File: config.mk
export PLATFORM = sky130hd
export DESIGN_NAME = useq_next_addr
export DESIGN_NICKNAME = d
export VERILOG_FILES = /design/src/rtl/useq_pkg.sv /design/src/rtl/useq_jam_eval.sv /design/src/rtl/useq_addr_merge.sv /design/src/rtl/useq_mpc_reg.sv /design/src/rtl/useq_next_addr.sv
export SDC_FILE = /design/constraint.sdc
export NUM_CORES = 1
export LEC_CHECK = 0
export BUFFER_PORTS_ARGS = -buffer_cell sky130_fd_sc_hd__buf_4
export CORE_AREA = 4 4 41 43
export DETAILED_ROUTE_END_ITERATION = 6
export DIE_AREA = 0 0 45 47
export GPL_TIMING_DRIVEN = 1
export HOLD_SLACK_MARGIN = 0.05
export PLACE_DENSITY_LB_ADDON = 0.12
export SYNTH_ARGS = -nofsm -noshare
export SYNTH_HDL_FRONTEND = slang
export SYNTH_SLANG_ARGS = --single-unit
File: constraint.sdc
create_clock -name clk -period 0.8 [get_ports clk]
set_input_delay 0.08 -clock clk [delete_from_list [all_inputs] [get_ports clk]]
set_output_delay 0.08 -clock clk [all_outputs]
set_load 0.02 [all_outputs]
File: src/rtl/useq_pkg.sv
package useq_pkg;
  // Default control-store address width; the opcode is one bit narrower.
  localparam int unsigned DEF_ADDR_W = 9;
  // Number of independent flag tests the sequencer supports.
  localparam int unsigned NUM_FLAG_TESTS = 2;

  typedef struct packed {
    logic test_n;
    logic test_z;
  } flag_req_t;
endpackage

File: src/rtl/useq_jam_eval.sv
module useq_jam_eval #(
  parameter int unsigned NUM_TESTS = 2
) (
  input  logic [NUM_TESTS-1:0] test_req,
  input  logic [NUM_TESTS-1:0] flag_val,
  output logic                 taken
);
  logic [NUM_TESTS-1:0] hit;

  // One AND term per flag test; any successful test takes the branch.
  for (genvar g = 0; g < NUM_TESTS; g++) begin : g_test
    assign hit[g] = test_req[g] & flag_val[g];
  end

  assign taken = |hit;
endmodule

File: src/rtl/useq_addr_merge.sv
module useq_addr_merge #(
  parameter int unsigned ADDR_W = 9
) (
  input  logic [ADDR_W-1:0] base_addr,
  input  logic              taken,
  input  logic              jump_op,
  input  logic [ADDR_W-2:0] opcode,
  output logic [ADDR_W-1:0] next_addr
);
  localparam int unsigned HI = ADDR_W - 1;

  logic [HI-1:0] low_mask;

  always_comb begin
    low_mask  = jump_op ? opcode : '0;
    next_addr = {base_addr[HI] | taken, base_addr[HI-1:0] | low_mask};
  end
endmodule

File: src/rtl/useq_mpc_reg.sv
module useq_mpc_reg #(
  parameter int unsigned W = 9
) (
  input  logic         clk,
  input  logic         rst,
  input  logic [W-1:0] d,
  output logic [W-1:0] q
);
  always_ff @(posedge clk) begin
    if (rst) q <= '0;
    else     q <= d;
  end
endmodule

File: src/rtl/useq_next_addr.sv
module useq_next_addr
  import useq_pkg::*;
#(
  parameter int unsigned ADDR_W = DEF_ADDR_W
) (
  input  logic              clk,
  input  logic              rst,
  input  logic [ADDR_W-1:0] addr_field,
  input  logic              jam_n,
  input  logic              jam_z,
  input  logic              jump_op,
  input  logic              flag_n,
  input  logic              flag_z,
  input  logic [ADDR_W-2:0] opcode,
  output logic [ADDR_W-1:0] mpc
);
  localparam int unsigned HI = ADDR_W - 1;

  flag_req_t                 req;
  logic [NUM_FLAG_TESTS-1:0] req_vec;
  logic [NUM_FLAG_TESTS-1:0] flag_vec;
  logic                      taken;
  logic [ADDR_W-1:0]         next_addr;

  assign req      = '{test_n: jam_n, test_z: jam_z};
  assign req_vec  = req;
  assign flag_vec = {flag_n, flag_z};

  useq_jam_eval #(.NUM_TESTS(NUM_FLAG_TESTS)) u_jam (
    .test_req (req_vec),
    .flag_val (flag_vec),
    .taken    (taken)
  );

  useq_addr_merge #(.ADDR_W(ADDR_W)) u_merge (
    .base_addr (addr_field),
    .taken     (taken),
    .jump_op   (jump_op),
    .opcode    (opcode),
    .next_addr (next_addr)
  );

  useq_mpc_reg #(.W(ADDR_W)) u_mpc (
    .clk (clk),
    .rst (rst),
    .d   (next_addr),
    .q   (mpc)
  );

  // Assertions on the port-level behaviour.
  logic rst_q = 1'b0;
  always_ff @(posedge clk) rst_q <= rst;

  always_ff @(posedge clk) begin
    if (rst_q) begin
      AST_RESET_ZERO: assert (mpc == '0);
    end
  end

  AST_PLAIN_PASS: assert property (@(posedge clk) disable iff (rst)
    (!jam_n && !jam_z && !jump_op) |=> (mpc == $past(addr_field)));
  AST_TAKEN_N: assert property (@(posedge clk) disable iff (rst)
    (jam_n && flag_n) |=> mpc[HI]);
  AST_TAKEN_Z: assert property (@(posedge clk) disable iff (rst)
    (jam_z && flag_z) |=> mpc[HI]);
  AST_NOT_TAKEN: assert property (@(posedge clk) disable iff (rst)
    (!(jam_n && flag_n) && !(jam_z && flag_z)) |=> (mpc[HI] == $past(addr_field[HI])));
  AST_DISPATCH_LOW: assert property (@(posedge clk) disable iff (rst)
    jump_op |=> (mpc[HI-1:0] == ($past(addr_field[HI-1:0]) | $past(opcode))));
  AST_NO_DISPATCH_LOW: assert property (@(posedge clk) disable iff (rst)
    !jump_op |=> (mpc[HI-1:0] == $past(addr_field[HI-1:0])));
  AST_HIGH_KEPT: assert property (@(posedge clk) disable iff (rst)
    addr_field[HI] |=> mpc[HI]);
endmodule

==> results.txt <==
The clock tree root driver cell was clkbuf_4. The post-synthesis area per instance came out at 9.84 sq um. The die covers 2120 sq um. At the end of routability-driven placement, the weighted congestion stood at 0.550. Summed over all cells, the static leakage comes to 0.353 nW. The number of nets in the finished design was 104. After synthesis, the cell types taking the most area are dfxtp_1 63%, a21oi_1 14%, nor2_1 12%. From bottom edge to top edge, the die measures 47 microns. After detailed placement, the total cell area comes to 528 sq um. The maximum level of the CTS H-tree came out at 1. The run gives 1260 MHz as the highest attainable clock frequency. Of all cell types, the one taking the most synthesized area is dfxtp_1.

Traced cell by cell, the critical path runs through dlygate4sd3_1 > buf_4 > a21oi_1 > nor2_1. The number of clock buffers added by TritonCTS is 3. The worst setup path is of the input port to flip-flop kind. The share of flip-flops with an asynchronous set or reset was 0; the maximum number of pins on one net before global-route repair was 10. The share of the clock period used by the worst path was 0.993.

TritonCTS built the clock tree. The fraction of final layout cells with drive strength greater than 1 came out at 0.532. The run gives 0.219 as the initial core utilization. The number of max-slew violations in the final report was 0. By count the netlist is led by 9 x dfxtp_1, 9 x nor2_1, 8 x a21oi_1. The number of antenna violations at the first check in global routing is 0, and the total iterations of the first detailed-routing run is 2. The power density of the placed cells works out to 1530 nW/um^2. The critical hold path startpoint was addr_field[8]. The total chip power is 1.14 mW. The flow ran to the end, and the final reports show no timing, DRC or antenna violations. The slowest stage cell on the critical path was dlygate4sd3_1. The wire-length estimate of the detail-placed layout is 664 microns.

The final sum of negative setup slack is 0 ns. The tools report the via count of the first global-routing pass as 370. Number of setup violations in the final report: 0.

The clock passes through at most 2 buffers. Wire length per cell: 11.9 microns. The Yosys step of the flow raised 0 warnings. Summed over all layers, the global routing overflow is 0. The die outline width was 45 microns; the area added between synthesis and finish was 162%. The number of synthesized flops with an enable pin was 0; the post-synthesis register bit count was 9.

In this run the remaining antenna-violating nets after routing total 0. The final layout contains routed wiring with a total length of 1120 microns. On the worst path, the slowest cell contributes a delay of 0.55 ns. The tools report the number of vias in the routed layout as 392.

The critical path contains buffers and inverters numbering 2 combined. Summing every instance area after synthesis gives 285 sq um. The worst setup path is captured at a flip-flop.

The min-delay analysis places its worst path in the category input port to flip-flop. Counting every net in the synthesized netlist gives 53. The logs give 0.110 for the all-layer global routing usage and 0.718 mV for the largest vdd supply drop. The portion of synthesized cell area occupied by the leading cell type was 0.632; the maximum fanout along the worst path was 1.

The tools report the worst max-slew margin expressed relative to the limit as 0.873. The sequential fraction of the synthesis area came out at 0.632. The tools report the detailed router's first-iteration violation count as 2. In this run the standard cell core region covers 1300 sq um. The first global-routing pass estimated 1530 microns of wire.

Pin placement for this block handled 33 I/O pins. Summing all non-filler instances in the final layout gives an area of 748 sq um. The largest registers in the layout are u_mpc.q (9). The repair_antennas step left the layout with diodes totalling 0. In this run, distinct cell masters in the synthesized netlist total 6. The register containing the most flip-flops in the final layout is u_mpc.q.

The smallest clock period supported by the final layout is computed as 0.794 ns. Clock-pin slew was measured on the worst setup and hold paths at 0.06 ns. The number of hold buffers added after CTS was 16. Among all flip-flop cells after synthesis, the most frequent one is dfxtp_1. Counting every sink on the clock net gives 9. The register with the most flip-flops in the layout has 9 of them. The number of fillers in the final layout was 128. The transition time at the pin with the least slew margin came out at 0.191 ns. For the worst setup path, the data required time is 0.95 ns. The per-cell via count in the routed design is 4.17, and the final count of hold timing violations is 0. During placement, the flow inserted port buffers numbering 32. The count of max-cap constraint violations is 0, and the final core utilization is 0.575.

Worst setup path startpoint: opcode[3]. STA puts the critical path data arrival time at 0.95 ns. In the synthesized netlist, the number of instances is 29.

The placement row count is 13. Setup repair after global routing could not meet its margin everywhere. In this design, the largest share of critical-path delay is due to buffers and inverters. DRC violation count after routing: 0. STA classifies the critical path startpoint as an input port.
==> cells by family (layout without fill, tap and decap cells) <==
family	after synthesis	in the layout	synth area share
and+or+nand+nor	9	9	0.118
buffers and inverters	2	52	0.0570
DFF	9	9	0.632
AOI/OAI and AO/OA	9	9	0.193
==> power breakdown <==
part | leakage, nW | switching [mW] | internal, mW
Clock | 0.0150 | 0.162 | 0.192
Combinational | 0.262 | 0.109 | 0.187
Sequential | 0.0760 | 0.0101 | 0.481
==> area by class of cell <==
type,count,area [sq um],share of cell area
multi-input combinational,18,100,0.134
timing repair buffer,48,419,0.560
clock buffer,4,26.3,0.0351
tap,15,18.8,0.0251
sequential,9,184,0.246
==> path summary, 6_finish.rpt <==
path / depth (start not counted) / end / slack (ns)
setup / recovery: 4 / u_mpc.q[3]$_SDFF_PP0_ / 0.006
hold / removal: 3 / u_mpc.q[8]$_SDFF_PP0_ / 0.04
==> per-stage QoR <==
step | hold WS, ns | std cells | worst slack [ns]
after floorplan | 0.193 | 29 | 0.325
after global placement | 0.286 | 74 | 0.190
after detailed placement | 0.290 | 74 | 0.167
after CTS | 0.0285 | 94 | 0.000360
after global routing | 0.0289 | 94 | -0.00312
final | 0.0377 | 94 | 0.00572
==> routing by layer <==
metal	GRT usage	vias to the layer above	wire (microns)	part of all wire
li1	-	196	-	-
met1	0.0872	174	335	0.30
met2	0.209	20	666	0.60
met3	0.0575	2	101	0.090
met4	0.0702	0	14	0.013
met5	0	-	0	0
==> placed cells by master (no fill, tap or decap) <==
cell,n
buf_6,5
a21oi_2,3
nor2_1,9
a221oi_2,1
dfxtp_1,6
clkbuf_1,1
buf_4,27
clkbuf_4,3
a21oi_1,5
dfxtp_2,3
dlygate4sd3_1,16
==> timing repair <==
action	in CTS	in global routing
resized for setup	0	11
endpoints found under the setup margin	0	8
endpoints found under the hold margin	9	1
buffers inserted	0	0
Note: power is estimated with default switching activity, not from simulation.
